===== src/rtl/sdma_bnd_pkg.sv =====
package sdma_bnd_pkg;
  localparam int ADDR_W     = 32;
  localparam int SEL_W      = 3;
  localparam int MIN_BND_LG = 12;
  localparam int STS_W      = 16;
  localparam int DONE_BIT   = 1;
  localparam int DMA_BIT    = 3;

  typedef enum logic [2:0] {
    S_IDLE,
    S_SRC,
    S_MREQ,
    S_SINK,
    S_PAUSE
  } sdma_state_e;

  function automatic logic [ADDR_W-1:0] bnd_span(input logic [SEL_W-1:0] sel);
    bnd_span = ADDR_W'(1) << (MIN_BND_LG + int'(sel));
  endfunction

  function automatic logic on_bnd(input logic [ADDR_W-1:0] a,
                                  input logic [SEL_W-1:0]  sel);
    on_bnd = ((a & (bnd_span(sel) - ADDR_W'(1))) == '0);
  endfunction

  function automatic logic [ADDR_W-1:0] next_word_addr(input logic [ADDR_W-1:0] a);
    next_word_addr = a + ADDR_W'(4);
  endfunction
endpackage


===== src/rtl/sdma_addr_track.sv =====
module sdma_addr_track
  import sdma_bnd_pkg::*;
#(
  parameter int ALIGN_LG = 5
) (
  input  logic              clk,
  input  logic              rst_n,
  input  logic              load,
  input  logic [ADDR_W-1:0] load_val,
  input  logic              step,
  input  logic [SEL_W-1:0]  bnd_sel,
  output logic [ADDR_W-1:0] addr,
  output logic              at_bnd_next,
  output logic              aligned
);
  always_ff @(posedge clk or negedge rst_n) begin
    if (!rst_n)    addr <= '0;
    else if (load) addr <= load_val;
    else if (step) addr <= next_word_addr(addr);
  end

  assign at_bnd_next = on_bnd(next_word_addr(addr), bnd_sel);
  assign aligned     = (addr[ALIGN_LG-1:0] == '0);


  addr_advance_chk: assert property (@(posedge clk) disable iff (!rst_n)
    (step && !load) |=> (addr == $past(addr) + ADDR_W'(4)));

  no_load_while_moving_chk: assert property (@(posedge clk) disable iff (!rst_n)
    step |-> !load);
endmodule


===== src/rtl/sdma_block_count.sv =====
module sdma_block_count #(
  parameter int CW = 16,
  parameter int WW = 10
) (
  input  logic          clk,
  input  logic          rst_n,
  input  logic          clr,
  input  logic          load,
  input  logic [CW-1:0] cnt_val,
  input  logic [WW-1:0] wpb,
  input  logic          step,
  output logic [CW-1:0] blocks_left,
  output logic          last_word,
  output logic          final_word
);
  logic [WW-1:0] word_idx;

  always_ff @(posedge clk or negedge rst_n) begin
    if (!rst_n) begin
      blocks_left <= '0;
      word_idx    <= '0;
    end else if (clr) begin
      blocks_left <= '0;
      word_idx    <= '0;
    end else if (load) begin
      blocks_left <= cnt_val;
      word_idx    <= '0;
    end else if (step) begin
      if (last_word) begin
        word_idx    <= '0;
        blocks_left <= blocks_left - CW'(1);
      end else begin
        word_idx <= word_idx + WW'(1);
      end
    end
  end

  assign last_word  = (word_idx == wpb - WW'(1));
  assign final_word = last_word && (blocks_left == CW'(1));


  block_dec_chk: assert property (@(posedge clk) disable iff (!rst_n)
    (step && last_word && !clr && !load) |=> (blocks_left == $past(blocks_left) - CW'(1)));

  clr_zero_chk: assert property (@(posedge clk) disable iff (!rst_n)
    clr |=> (blocks_left == '0));
endmodule


===== src/rtl/sdma_seq.sv =====
module sdma_seq
  import sdma_bnd_pkg::*;
(
  input  logic             clk,
  input  logic             rst_n,
  input  logic             dat_rst,
  input  logic             go,
  input  logic             card_to_mem,
  input  logic             card_rx_valid,
  input  logic             mem_req_ready,
  input  logic             card_tx_ready,
  input  logic             addr_wr,
  input  logic             final_word,
  input  logic             at_bnd_next,
  input  logic [STS_W-1:0] sts_clr,
  output logic             card_rx_ready,
  output logic             mem_req_valid,
  output logic             mem_req_write,
  output logic             card_tx_valid,
  output logic             word_done,
  output logic             cnt_load,
  output logic             addr_load,
  output logic             rx_take,
  output logic             rd_take,
  output logic             xfer_active,
  output logic             xfer_paused,
  output logic [STS_W-1:0] int_status
);
  sdma_state_e st, st_nxt;
  logic dir_c2m;
  logic set_done, set_dma;
  sdma_state_e move_st;

  assign move_st = dir_c2m ? S_SRC : S_MREQ;

  assign card_rx_ready = (st == S_SRC);
  assign mem_req_valid = (st == S_MREQ);
  assign mem_req_write = dir_c2m;
  assign card_tx_valid = (st == S_SINK);
  assign rx_take       = card_rx_ready && card_rx_valid;
  assign rd_take       = mem_req_valid && mem_req_ready && !dir_c2m;
  assign word_done     = (mem_req_valid && mem_req_ready && dir_c2m) ||
                         (card_tx_valid && card_tx_ready);
  assign cnt_load      = go && (st == S_IDLE) && !dat_rst;
  assign addr_load     = addr_wr && ((st == S_IDLE) || (st == S_PAUSE));
  assign xfer_active   = (st != S_IDLE);
  assign xfer_paused   = (st == S_PAUSE);
  assign set_done      = word_done && final_word && !dat_rst;
  assign set_dma       = word_done && !final_word && at_bnd_next && !dat_rst;

  always_comb begin
    st_nxt = st;
    unique case (st)
      S_IDLE:  if (cnt_load) st_nxt = card_to_mem ? S_SRC : S_MREQ;
      S_SRC:   if (card_rx_valid) st_nxt = S_MREQ;
      S_MREQ:  if (mem_req_ready && !dir_c2m) st_nxt = S_SINK;
      S_SINK:  ;
      S_PAUSE: if (addr_wr) st_nxt = move_st;
      default: st_nxt = S_IDLE;
    endcase
    if (word_done) begin
      if (final_word)       st_nxt = S_IDLE;
      else if (at_bnd_next) st_nxt = S_PAUSE;
      else                  st_nxt = move_st;
    end
    if (dat_rst) st_nxt = S_IDLE;
  end

  always_ff @(posedge clk or negedge rst_n) begin
    if (!rst_n) begin
      st         <= S_IDLE;
      dir_c2m    <= 1'b0;
      int_status <= '0;
    end else begin
      st <= st_nxt;
      if (cnt_load) dir_c2m <= card_to_mem;
      int_status <= (int_status & ~sts_clr)
                  | (STS_W'(set_done) << DONE_BIT)
                  | (STS_W'(set_dma)  << DMA_BIT);
    end
  end


  bnd_pause_chk: assert property (@(posedge clk) disable iff (!rst_n)
    (word_done && !final_word && at_bnd_next && !dat_rst) |=> (xfer_paused && int_status[DMA_BIT]));

  final_idle_chk: assert property (@(posedge clk) disable iff (!rst_n)
    (word_done && final_word && !dat_rst) |=> (!xfer_active && int_status[DONE_BIT]));

  abort_idle_chk: assert property (@(posedge clk) disable iff (!rst_n)
    dat_rst |=> !xfer_active);

  pause_hold_chk: assert property (@(posedge clk) disable iff (!rst_n)
    (xfer_paused && !addr_wr && !dat_rst) |=> xfer_paused);
endmodule


===== src/rtl/sdma_bnd_engine.sv =====
module sdma_bnd_engine
  import sdma_bnd_pkg::*;
#(
  parameter int CW    = 16,
  parameter int BSZ_W = 12,
  parameter int DW    = 32
) (
  input  logic              clk,
  input  logic              rst_n,
  input  logic              dat_rst,
  input  logic              cap_dma,
  input  logic              dma_en,
  input  logic              xfer_start,
  input  logic              card_to_mem,
  input  logic [15:0]       blk_cfg,
  input  logic [CW-1:0]     blk_cnt,
  input  logic              addr_wr,
  input  logic [ADDR_W-1:0] addr_wdata,
  input  logic [STS_W-1:0]  sts_clr,
  output logic [STS_W-1:0]  int_status,
  output logic              xfer_active,
  output logic              xfer_paused,
  output logic [CW-1:0]     blocks_left,
  output logic              mem_req_valid,
  input  logic              mem_req_ready,
  output logic              mem_req_write,
  output logic [ADDR_W-1:0] mem_req_addr,
  output logic [DW-1:0]     mem_req_wdata,
  input  logic [DW-1:0]     mem_rdata,
  input  logic              card_rx_valid,
  output logic              card_rx_ready,
  input  logic [DW-1:0]     card_rx_data,
  output logic              card_tx_valid,
  input  logic              card_tx_ready,
  output logic [DW-1:0]     card_tx_data
);
  localparam int WW = BSZ_W - 2;

  logic [WW-1:0]    wpb;
  logic [SEL_W-1:0] bnd_sel;
  logic             cfg_unused;
  logic             aligned, at_bnd_next, final_word, last_word;
  logic             word_done, cnt_load, addr_load, rx_take, rd_take;
  logic             start_ok;
  logic [DW-1:0]    word_buf;

  assign wpb        = blk_cfg[BSZ_W-1:2];
  assign bnd_sel    = blk_cfg[BSZ_W+SEL_W-1:BSZ_W];
  assign cfg_unused = ^{blk_cfg[15], blk_cfg[1:0], last_word};

  assign start_ok = xfer_start && dma_en && cap_dma && aligned &&
                    (blk_cnt != '0) && (wpb != '0);

  sdma_addr_track u_addr (
    .clk         (clk),
    .rst_n       (rst_n),
    .load        (addr_load),
    .load_val    (addr_wdata),
    .step        (word_done),
    .bnd_sel     (bnd_sel),
    .addr        (mem_req_addr),
    .at_bnd_next (at_bnd_next),
    .aligned     (aligned)
  );

  sdma_block_count #(.CW(CW), .WW(WW)) u_cnt (
    .clk         (clk),
    .rst_n       (rst_n),
    .clr         (dat_rst),
    .load        (cnt_load),
    .cnt_val     (blk_cnt),
    .wpb         (wpb),
    .step        (word_done),
    .blocks_left (blocks_left),
    .last_word   (last_word),
    .final_word  (final_word)
  );

  sdma_seq u_seq (
    .clk           (clk),
    .rst_n         (rst_n),
    .dat_rst       (dat_rst),
    .go            (start_ok),
    .card_to_mem   (card_to_mem),
    .card_rx_valid (card_rx_valid),
    .mem_req_ready (mem_req_ready),
    .card_tx_ready (card_tx_ready),
    .addr_wr       (addr_wr),
    .final_word    (final_word),
    .at_bnd_next   (at_bnd_next),
    .sts_clr       (sts_clr),
    .card_rx_ready (card_rx_ready),
    .mem_req_valid (mem_req_valid),
    .mem_req_write (mem_req_write),
    .card_tx_valid (card_tx_valid),
    .word_done     (word_done),
    .cnt_load      (cnt_load),
    .addr_load     (addr_load),
    .rx_take       (rx_take),
    .rd_take       (rd_take),
    .xfer_active   (xfer_active),
    .xfer_paused   (xfer_paused),
    .int_status    (int_status)
  );

  always_ff @(posedge clk or negedge rst_n) begin
    if (!rst_n)       word_buf <= '0;
    else if (rx_take) word_buf <= card_rx_data;
    else if (rd_take) word_buf <= mem_rdata;
  end

  assign mem_req_wdata = word_buf;
  assign card_tx_data  = word_buf;


  start_gate_chk: assert property (@(posedge clk) disable iff (!rst_n)
    $rose(xfer_active) |-> $past(start_ok));
endmodule


===== config.mk =====
export PLATFORM = sky130hd
export DESIGN_NAME = sdma_bnd_engine
export DESIGN_NICKNAME = d
export VERILOG_FILES = /design/src/rtl/sdma_bnd_pkg.sv /design/src/rtl/sdma_addr_track.sv /design/src/rtl/sdma_block_count.sv /design/src/rtl/sdma_seq.sv /design/src/rtl/sdma_bnd_engine.sv
export SDC_FILE = /design/constraint.sdc
export NUM_CORES = 1
export LEC_CHECK = 0
export ABC_AREA = 1
export BUFFER_PORTS_ARGS = -buffer_cell sky130_fd_sc_hd__buf_4
export CAP_MARGIN = 5
export CORE_ASPECT_RATIO = 1.1
export CORE_UTILIZATION = 49
export DETAILED_ROUTE_END_ITERATION = 8
export MAX_ROUTING_LAYER = met4
export PLACE_DENSITY_LB_ADDON = 0.05
export SLEW_MARGIN = 20
export SYNTH_ARGS = -nofsm -noshare
export SYNTH_HDL_FRONTEND = slang
export SYNTH_SLANG_ARGS = --single-unit

===== constraint.sdc =====
create_clock -name clk -period 2.16 [get_ports clk]
set_clock_uncertainty 0.15 [all_clocks]
set_input_delay 0.324 -clock clk [delete_from_list [all_inputs] [get_ports clk]]
set_output_delay 0.324 -clock clk [all_outputs]
set_load 0.02 [all_outputs]

==> reports/results.tsv, run 1 <==
metric	value	unit
total negative slack for setup checks	0	ps
Worst Path Arrival	2230	ps
met3 routed WL	1346	um
portion of netlist area occupied by mux cells	0	%
maximum root-to-sink buffer count	2	
Final Cycle Share	98.53	%
clock tree from TritonCTS	built	
Syn Inst Count	967	
pin count of the biggest net entering global routing	65	
area growth from synthesis to layout	44.70	%
I/O pin count	289	
number of antenna violations at the first check in global routing	0	
number of inserted diodes	0	
cell type with the largest total area after synthesis	sky130_fd_sc_hd__dfrtp_1	
# Max-Cap Violations	0	
number of warnings issued by yosys	0	
most numerous cell in the Yosys netlist	sky130_fd_sc_hd__nand2_1	
# port buffers	285	
class of the most critical setup path	reg2reg	
hold violation count in the final report	0	
fraction of post-synthesis cell area in the top cell type by area	38.71	%
routed vias/inst	5.269	
PnR worst setup slack	31.85	ps
Syn Std Cell Area	7112	um^2
number of global-route vias before repair	7339	
worst min-delay path class	in2reg	
die extent in x	116.9	um
total chip power	13.03	mW
final cell utilization of the core	73.70	%
kind of start point of the critical path	flip-flop	
leakage power of the design	5.070	nW
most frequently used flop master after synthesis	sky130_fd_sc_hd__dfrtp_1	
post-synthesis area per instance	7.355	um^2
final routed wirelength across all metal layers	23720	um
number of register bits inferred by synthesis	110	
endpoint kind of the worst setup timing path	flip-flop	
half-perimeter wire length after detailed placement	17380	um
Synth Area in Compound Gates	12.24	%
post-synthesis xor/xnor area fraction	4.557	%
Crit path required time	2260	ps
worst flop-to-flop path startpoint	u_addr.addr[4]	
power per standard cell area	1266	nW/um^2
final setup fails	0	
top post-synthesis cells by area	sky130_fd_sc_hd__dfrtp_1 (39%), sky130_fd_sc_hd__nand2_1 (12%), sky130_fd_sc_hd__nor2_1 (7.1%)	
Iteration-0 DRC Markers	619	
via count	7745	
sum of routed wire segments on met1	9468	um
layout cells sized above 1	34.09	%
worst max-slew margin expressed relative to the limit	61.86	%
reg2reg setup slack	30	ps
Die H	128.4	um
Max Used Layer	met4	
number of max-slew violations in the final report	0	
Hold Path Stages	3	
total grt overflow	0	
list of most frequent post-synthesis cells	sky130_fd_sc_hd__nand2_1 (232), sky130_fd_sc_hd__nor2_1 (135), sky130_fd_sc_hd__dfrtp_1 (110), sky130_fd_sc_hd__inv_1 (89), sky130_fd_sc_hd__nand3_1 (88)	
effective utilization at floorplan	50.93	%
nets	1440	
adder and majority gate portion of the synthesized area	1.407	%
async set-reset flop share out of synthesis	100.0	%
number of nets in the synthesized netlist	1130	
startpoint of the tightest hold check path	addr_wdata[30]	
number of rows in the core area	45	
post-detailed-route DRC marker count	0	
global-route usage over all layers	32.20	%
Max rail drop VDD	0.9782	mV
CTS root buf	sky130_fd_sc_hd__clkbuf_16	
per-cell routed wire length	16.13	um
Min-Delay Endpoint	u_addr.addr[30]	
Die Outline Area	15000	um^2
Core Footprint	13960	um^2
global-route wire length before repair	35950	um
achievable frequency	469.9	MHz
critical path peak fanout	7	
Cell variety after synth	46	
clock-pin slew on the worst setup and hold paths	80	ps
worst slack, placed	-53.91	ps
transition time at the pin with the least slew margin	572.1	ps
capture point of the worst reg-to-reg path	u_addr.addr[25]	
clock insertion delay at the later pin of the skew report	360	ps
RePlAce Congestion	0.9461	
Num CTS Buffers	9	
EDFF count, synth	0	
main combinational cell family by area after synthesis	simple AND/OR/NAND/NOR gates	
sequential cell area fraction in the yosys report	38.71	%
clock period minus final worst setup slack	2128	ps
Detailed Routing Iterations Pass 1	6	
depth of the most critical reg-to-reg path	9	
maximum level of the CTS H-tree	3	
share of synthesized cell area in and, or, nand and nor gates	32.46	%
Met2 Routed Length	12230	um
number of sinks driven by the clock tree	110	
final antenna-violating net count	0	
outcome	complete, no violations	
-- cell type report --
cell class	count	area (um^2)
clock inverters	7	87.58
multi-input cells	700	3727
well taps	188	235.2
fillers	1153	3672
repair buffers	364	2904
clock buffers	9	225.2
inverters	92	347.8
flip-flops and latches	110	2764
-- cell usage in the layout (no fill, tap or decap), types with 20 or more instances in the layout --
| cell type | n |
|---|---|
| sky130_fd_sc_hd__a31oi_1 | 34 |
| sky130_fd_sc_hd__buf_4 | 335 |
| sky130_fd_sc_hd__dfrtp_1 | 101 |
| sky130_fd_sc_hd__inv_1 | 88 |
| sky130_fd_sc_hd__nand2_1 | 229 |
| sky130_fd_sc_hd__nand3_1 | 84 |
| sky130_fd_sc_hd__nor2_1 | 125 |
| sky130_fd_sc_hd__o211ai_1 | 20 |
| sky130_fd_sc_hd__o21ai_0 | 25 |
| sky130_fd_sc_hd__xor2_1 | 23 |
-- power breakdown --
part	internal, mW	leakage, nW	switching (mW)	total, mW
Clock	0.933	0.155	0.871	1.80
Combinational	3.15	3.55	4.27	7.42
Sequential	2.81	1.36	0.994	3.81
-- per-stage QoR --
stage / instance area (um^2) / std cells / hold WS [ps]
global route: 10290 / 1470 / 31.07
detailed placement: 9547 / 1424 / 201.0
finish: 10290 / 1470 / 19.06
CTS: 10040 / 1457 / 13.36
floorplan: 7112 / 967 / -121.6
global placement: 9547 / 1424 / 192.3
-- kinds of logic after synthesis --
kind of cell,after synthesis
flip-flops,110
buffers and inverters,157
AO/OA/AOI/OAI,135
adder cells (fa/ha/maj),8
XOR/XNOR,37
AND/OR/NAND/NOR,520
-- how the worst max path moves through the flow --
stage / from / to / slack (ps) / cells past startpoint
CTS: u_addr.addr[2] / u_seq.st[1] / 0.5 / 15
finish: u_addr.addr[4] / u_addr.addr[25] / 30 / 9
floorplan: u_addr.addr[2] / u_addr.addr[30] / 90 / 10
global placement: blk_cfg[3] / u_seq.st[0] / -30 / 13
global route: u_addr.addr[3] / u_seq.st[1] / -80 / 15
detailed placement: blk_cfg[3] / u_seq.st[0] / -50 / 14
-- timing repair --
action                                  4_1_cts  5_1_grt
hold buffers                                 17        0
endpoints found under the setup margin        3       19
gates cloned                                  0        1
resized for setup                             4       40
hold endpoints to repair                     53        0
pin swaps                                     0       12
setup buffers                                 0       12
-- critical path, cell delays in order, from the launching register on --
cell and delay [ps]:
sky130_fd_sc_hd__dfrtp_2 480, sky130_fd_sc_hd__nand2_2 130, sky130_fd_sc_hd__nor2_4 200, sky130_fd_sc_hd__nand2_1 130
sky130_fd_sc_hd__buf_4 160, sky130_fd_sc_hd__nor4_4 310, sky130_fd_sc_hd__nand2_1 110, sky130_fd_sc_hd__xor2_1 160
sky130_fd_sc_hd__nor2_1 110, sky130_fd_sc_hd__o22ai_1 70
-- state kept, by name (all words and copies together) (netlist names) --
signal,count
u_seq.st,3
u_cnt.blocks_left,16
card_tx_data,32
u_addr.addr,32
u_seq.mem_req_write,1
u_seq.int_status,16
u_cnt.word_idx,10
-- layer usage --
layer | GRT usage (%) | up-vias
li1 | - | 3781
met1 | 37.67 | 3620
met2 | 55.06 | 294
met3 | 4.946 | 50
met4 | 13.03 | 0
met5 | - | -
Power figures use the tool's default switching activity.
==> inputs of run 2 (changes only) <==
--- a/config.mk
+++ b/config.mk
@@ -7,4 +7,5 @@
 export LEC_CHECK = 0
 export ABC_AREA = 1
+export ABC_CLOCK_PERIOD_IN_PS = 2380
 export BUFFER_PORTS_ARGS = -buffer_cell sky130_fd_sc_hd__buf_4
 export CAP_MARGIN = 5
==> constraint.sdc (replaced) <==
create_clock -name clk -period 2.38 [get_ports clk]
set_clock_uncertainty 0.15 [all_clocks]
set_input_delay 0.119 -clock clk [delete_from_list [all_inputs] [get_ports clk]]
set_output_delay 0.119 -clock clk [all_outputs]
set_load 0.02 [all_outputs]
==> reports/results.tsv, run 2 (synthesis gave the netlist of run 1 again) <==
metric	value	unit	change
outcome	complete, no violations		
maximum root-to-sink buffer count	2		unchanged
crit path cell chain	inv_1, buf_4, nor3_4, buf_6, nand3_2, nand2_4, clkbuf_16, nor2_1, a31oi_1, dlygate4sd3_1		
Top Family by Delay on Critical Path	buffers and inverters		
half-perimeter wire length after detailed placement	17180	um	-1.1%
largest incremental delay on the critical path	570	ps	+90 ps
Iteration-0 DRC Markers	710		+15%
multi-input gate area in the final layout	3642	um^2	-2.3%
die extent in x	116.9	um	unchanged
number of max-slew violations in the final report	0		unchanged
pin count of the biggest net entering global routing	65		unchanged
number of inserted diodes	0		unchanged
RePlAce Congestion	0.9666		+2.2%
number of rows in the core area	45		unchanged
Die H	128.4	um	unchanged
CP max stage cell	sky130_fd_sc_hd__dlygate4sd3_1		
nets	1511		+4.9%
clock period minus final worst setup slack	2346	ps	+217.6 ps
highest-count cells in the layout ignoring fill and taps	sky130_fd_sc_hd__buf_4 (302), sky130_fd_sc_hd__nand2_1 (231), sky130_fd_sc_hd__nor2_1 (131)		
Placement Cell Area	9281	um^2	-2.8%
clock tree from TritonCTS	built		
leading cell type in the layout, fill and taps excluded	sky130_fd_sc_hd__buf_4		
setup repair after global routing missed its margin	true		
Detailed Routing Iterations Pass 1	5		-1
Worst Path Arrival	2510	ps	+280 ps
endpoint kind of the worst setup timing path	flip-flop		
Final Cycle Share	98.56	%	about the same
total negative slack for setup checks	0	ps	unchanged
worst max-slew margin expressed relative to the limit	52.89	%	-9.0 points
Crit path required time	2540	ps	+280 ps
number of global-route vias before repair	7912		+7.8%
depth of the most critical reg-to-reg path	10		+1
Die Outline Area	15000	um^2	unchanged
stages on the worst setup path	10		+1
fillcell total	1032		-10%
via count	8257		+6.6%
Crit path buffers/inverters	5		+4
kind of start point of the critical path	flip-flop		
layout cells sized above 1	28.16	%	-5.9 points
area growth from synthesis to layout	53.82	%	
clock-pin slew on the worst setup and hold paths	80	ps	about the same
worst min-delay path class	in2reg		
number of antenna violations at the first check in global routing	0		unchanged
global-route usage over all layers	35.25	%	+3.0 points
final design instance area without fill	10940	um^2	+6.3%
Hold Path Stages	3		unchanged
hold violation count in the final report	0		unchanged
total grt overflow	0		unchanged
routed vias/inst	5.358		+1.7%
clock insertion delay at the later pin of the skew report	360	ps	about the same
Num CTS Buffers	9		unchanged
achievable frequency	426.3	MHz	-9.3%
class of the most critical setup path	reg2reg		
transition time at the pin with the least slew margin	706.6	ps	+134.5 ps
CTS root buf	sky130_fd_sc_hd__clkbuf_16		
# port buffers	285		unchanged
leakage power of the design	5.300	nW	+4.5%
per-cell routed wire length	16.95	um	+5.1%
# Max-Cap Violations	0		unchanged
maximum level of the CTS H-tree	3		unchanged
global-route wire length before repair	39180	um	+9.0%
post-detailed-route DRC marker count	0		unchanged
number of sinks driven by the clock tree	110		unchanged
Core Footprint	13960	um^2	unchanged
power per standard cell area	1093	nW/um^2	-14%
final routed wirelength across all metal layers	26130	um	+10%
Max rail drop VDD	1.062	mV	+8.6%
critical path peak fanout	16		+9
final setup fails	0		unchanged
I/O pin count	289		unchanged
final antenna-violating net count	0		unchanged
flip-flop and latch area	2754	um^2	-0.36%
effective utilization at floorplan	50.93	%	unchanged
## run 2: changes by cell type in the layout (fill, tap and decap cells not counted), moves of 3 or more
cell / delta
sky130_fd_sc_hd__nor2_4: -7
sky130_fd_sc_hd__dfrtp_1: +8
sky130_fd_sc_hd__dfrtp_2: -8
sky130_fd_sc_hd__buf_4: -33
sky130_fd_sc_hd__dlygate4sd3_1: +105
sky130_fd_sc_hd__buf_12: -5
sky130_fd_sc_hd__nand2_2: -3
sky130_fd_sc_hd__nor2_1: +6
sky130_fd_sc_hd__nand3_1: +3
## run 2: routing by layer
metal / track usage, % / wire, um / vias to the layer above
met3: 6.171 / 1903 / 61
met5: - / 0 / -
met2: 60.53 / 13440 / 424
met1: 40.04 / 9886 / 3848
li1: - / - / 3924
met4: 15.41 / 894 / 0
## run 2: report_power, final
group / leakage (nW) / internal (mW) / switching [mW]
clock network: 0.142 / 0.727 / 0.767
registers: 1.37 / 2.54 / 0.910
logic: 3.79 / 3.07 / 3.94
## run 2: final timing paths
kind / from / endpoint / slack, ps
max in group asynchronous: rst_n / u_addr.addr[17] / 1130
min reg2reg: u_seq.int_status[5] / u_seq.int_status[5] / 350
min: card_rx_data[28] / card_tx_data[28] / 20
max: u_seq.st[1] / card_tx_data[13] / 30
min in group asynchronous: rst_n / u_cnt.word_idx[4] / 190
max reg2reg: u_seq.st[1] / card_tx_data[13] / 30
## run 2: area by class of cell
| type | instances | share of cell area, % |
|---|---|---|
| Clock inverter | 7 | 0.5147 |
| Tap cell | 188 | 2.150 |
| Inverter | 92 | 3.157 |
| Clock buffer | 9 | 2.059 |
| Sequential cell | 110 | 25.17 |
| Multi-Input combinational cell | 700 | 33.30 |
| Timing Repair Buffer | 435 | 33.65 |
## run 2: per-stage QoR
stage / utilization [%] / worst slack [ps] / std cells / power, mW / hold slack (ps)
2_1_floorplan: - / 312.3 / 967 / 7.291 / -326.6
3_3_place_gp: 66.47 / 186.3 / 1397 / 9.546 / 48.76
3_5_place_dp: 66.47 / 110.8 / 1397 / 9.630 / 58.29
4_1_cts: 77.37 / 27.36 / 1537 / 11.66 / 21.67
5_1_grt: 78.34 / -74.73 / 1541 / 12.67 / 16.58
6_report: 78.34 / 34.24 / 1541 / 11.95 / 19.23
## run 2: worst reg2reg max path, cell delays in order (launching register included)
cell,delay (ps)
sky130_fd_sc_hd__dfrtp_1,380
sky130_fd_sc_hd__inv_1,70
sky130_fd_sc_hd__buf_4,140
sky130_fd_sc_hd__nor3_4,130
sky130_fd_sc_hd__buf_6,140
sky130_fd_sc_hd__nand3_2,90
sky130_fd_sc_hd__nand2_4,160
sky130_fd_sc_hd__clkbuf_16,200
sky130_fd_sc_hd__nor2_1,70
sky130_fd_sc_hd__a31oi_1,190
sky130_fd_sc_hd__dlygate4sd3_1,580
## run 2: timing repair
item,in CTS,in global routing
resized for setup,0,15
buffers inserted,0,1
endpoints found under the setup margin,0,53
hold endpoints to repair,138,1
hold buffers,124,1
==> inputs of run 3 (changes only) <==
- SETUP_SLACK_MARGIN: unset -> 0.15
==> reports/results.tsv, run 3 (synthesis gave the netlist of run 1 again) <==
metric	value	unit	change
number of rows in the core area	45		unchanged
final routed wirelength across all metal layers	25560	um	-2.2%
achievable frequency	476.7	MHz	+12%
endpoint kind of the worst setup timing path	primary output		
pin count of the biggest net entering global routing	65		unchanged
Num CTS Buffers	9		unchanged
per-cell routed wire length	16.49	um	-2.7%
final setup fails	0		unchanged
critical path peak fanout	33		+17
fraction of power spent switching nets	47.81	%	+0.83 points
clock insertion delay at the later pin of the skew report	360	ps	about the same
clock group share of total power	12.7	%	+0.2 points
setup repair after global routing missed its margin	false		
transition time at the pin with the least slew margin	690.0	ps	-16.65 ps
worst slack, placed	110.8	ps	unchanged
CTS root buf	sky130_fd_sc_hd__clkbuf_16		
effective utilization at floorplan	50.93	%	unchanged
worst flop-to-flop path startpoint	u_seq.st[0]		
# port buffers	285		unchanged
switching power summed over all nets	5.551	mW	-1.2%
logic gate share of total power	57.4	%	-1.3 points
post-detailed-route DRC marker count	0		unchanged
PnR worst setup slack	282.1	ps	+247.9 ps
leading cell type in the layout, fill and taps excluded	sky130_fd_sc_hd__buf_4		
reg2reg setup slack	290	ps	+260 ps
nets	1519		+0.53%
Sequential Power Share	29.8	%	+1.0 points
Crit path required time	2110	ps	-430 ps
highest-count cells in the layout ignoring fill and taps	sky130_fd_sc_hd__buf_4 (311), sky130_fd_sc_hd__nand2_1 (232), sky130_fd_sc_hd__nor2_1 (126)		
layout cells sized above 1	29.10	%	+0.94 points
RePlAce Congestion	0.9666		unchanged
number of sinks driven by the clock tree	110		unchanged
Die Outline Area	15000	um^2	unchanged
worst min-delay path class	in2reg		
depth of the most critical reg-to-reg path	11		+1
number of antenna violations at the first check in global routing	0		unchanged
Setup crit end	card_rx_ready		
global-route wire length before repair	38790	um	-0.99%
class of the most critical setup path	reg2out		
total grt overflow	0		unchanged
Internal Dissipation	6.059	mW	-4.4%
die extent in x	116.9	um	unchanged
startpoint of the worst setup timing path	u_seq.st[2]		
Detailed Routing Iterations Pass 1	5		unchanged
global-route usage over all layers	34.83	%	-0.42 points
capture point of the worst reg-to-reg path	u_cnt.blocks_left[0]		
# Max-Cap Violations	0		unchanged
leakage power of the design	5.336	nW	+0.68%
half-perimeter wire length after detailed placement	17180	um	unchanged
outcome	complete, no violations		
maximum level of the CTS H-tree	3		unchanged
hold violation count in the final report	0		unchanged
Iteration-0 DRC Markers	607		-15%
clock-pin slew on the worst setup and hold paths	70	ps	about the same
number of max-slew violations in the final report	0		unchanged
Max rail drop VDD	0.8541	mV	-20%
Final Cycle Share	88.15	%	-10 points
clock period minus final worst setup slack	2098	ps	-247.9 ps
maximum root-to-sink buffer count	2		unchanged
I/O pin count	289		unchanged
routed vias/inst	5.324		-0.64%
final antenna-violating net count	0		unchanged
power per standard cell area	1052	nW/um^2	-3.7%
clock tree from TritonCTS	built		
Core Footprint	13960	um^2	unchanged
Die H	128.4	um	unchanged
total negative slack for setup checks	0	ps	unchanged
worst max-slew margin expressed relative to the limit	54.00	%	+1.1 points
number of global-route vias before repair	7849		-0.80%
area growth from synthesis to layout	55.14	%	
Worst Path Arrival	1830	ps	-680 ps
via count	8252		-0.061%
kind of start point of the critical path	flip-flop		
run 3: cell types whose count changed in the layout (fill, tap and decap cells not counted), moves of 3 or more:
cell                        before  now
sky130_fd_sc_hd__clkbuf_16      12    9
sky130_fd_sc_hd__dfrtp_2         1    4
sky130_fd_sc_hd__buf_4         302  311
sky130_fd_sc_hd__nor2_1        131  126
sky130_fd_sc_hd__dfrtp_1       109  106
sky130_fd_sc_hd__nor2_2         12   16
run 3: how the worst min path moves through the flow:
stage	start	to	slack, ps	cells after the start
CTS	blk_cnt[13]	u_cnt.blocks_left[13]	20	5
finish	blk_cnt[13]	u_cnt.blocks_left[13]	20	5
global placement	rst_n	u_cnt.word_idx[4]	50	1
detailed placement	rst_n	u_cnt.word_idx[4]	60	1
global route	blk_cnt[13]	u_cnt.blocks_left[13]	70	5
floorplan	rst_n	card_tx_data[0]	-330	0
run 3: layer usage:
| layer | routed length, um | share of wire (%) | vias to the layer above | track usage (%) |
|---|---|---|---|---|
| li1 | - | - | 3943 | - |
| met1 | 9770 | 38 | 3854 | 39.54 |
| met2 | 13190 | 52 | 381 | 59.83 |
| met3 | 1678 | 6.6 | 74 | 5.935 |
| met4 | 919 | 3.6 | 0 | 15.49 |
| met5 | 0 | 0 | - | - |
run 3: layout make-up:
type	count	area, um^2
repair buffers	442	3699
flip-flops and latches	110	2758
fillers	1008	2930
clock buffers	9	225.2
clock inverters	7	56.30
inverters	92	345.3
multi-input cells	701	3712
diodes	1	2.502
well taps	188	235.2
run 3: critical path: stages (launching register included):
cell                      delay, ps
sky130_fd_sc_hd__dfrtp_1        490
sky130_fd_sc_hd__nor2_1         210
sky130_fd_sc_hd__inv_1           90
sky130_fd_sc_hd__nor2_2         100
sky130_fd_sc_hd__buf_4          350
sky130_fd_sc_hd__buf_4          220
run 3: what timing repair did:
item                                    in CTS  in global routing
pin swaps                                    0                 10
endpoints found under the setup margin       3                 31
hold buffers                               124                  0
endpoints found under the hold margin      138                  0
gates cloned                                 0                  1
setup buffers                                0                 11
resized for setup                            1                 26
run 3: stage by stage:
step	cell area [um^2]	instances	hold slack [ps]	total power [mW]	util (%)
floorplan	7112	967	-326.6	7.291	-
global placement	9281	1397	48.76	9.546	66.47
detailed placement	9281	1397	58.29	9.630	66.47
CTS	10810	1537	21.67	11.28	77.44
global route	11030	1549	72.39	12.31	79.00
finish	11030	1550	19.81	11.61	79.01
run 3: power groups by stage:
stage          Sequential, mW  Combinational [mW]  Clock, mW
2_1_floorplan            4.01                3.28          0
3_3_place_gp             3.43                6.12          0
3_5_place_dp             3.42                6.21          0
4_1_cts                  3.40                6.39       1.49
5_1_grt                  3.54                7.19       1.58
6_report                 3.46                6.67       1.48
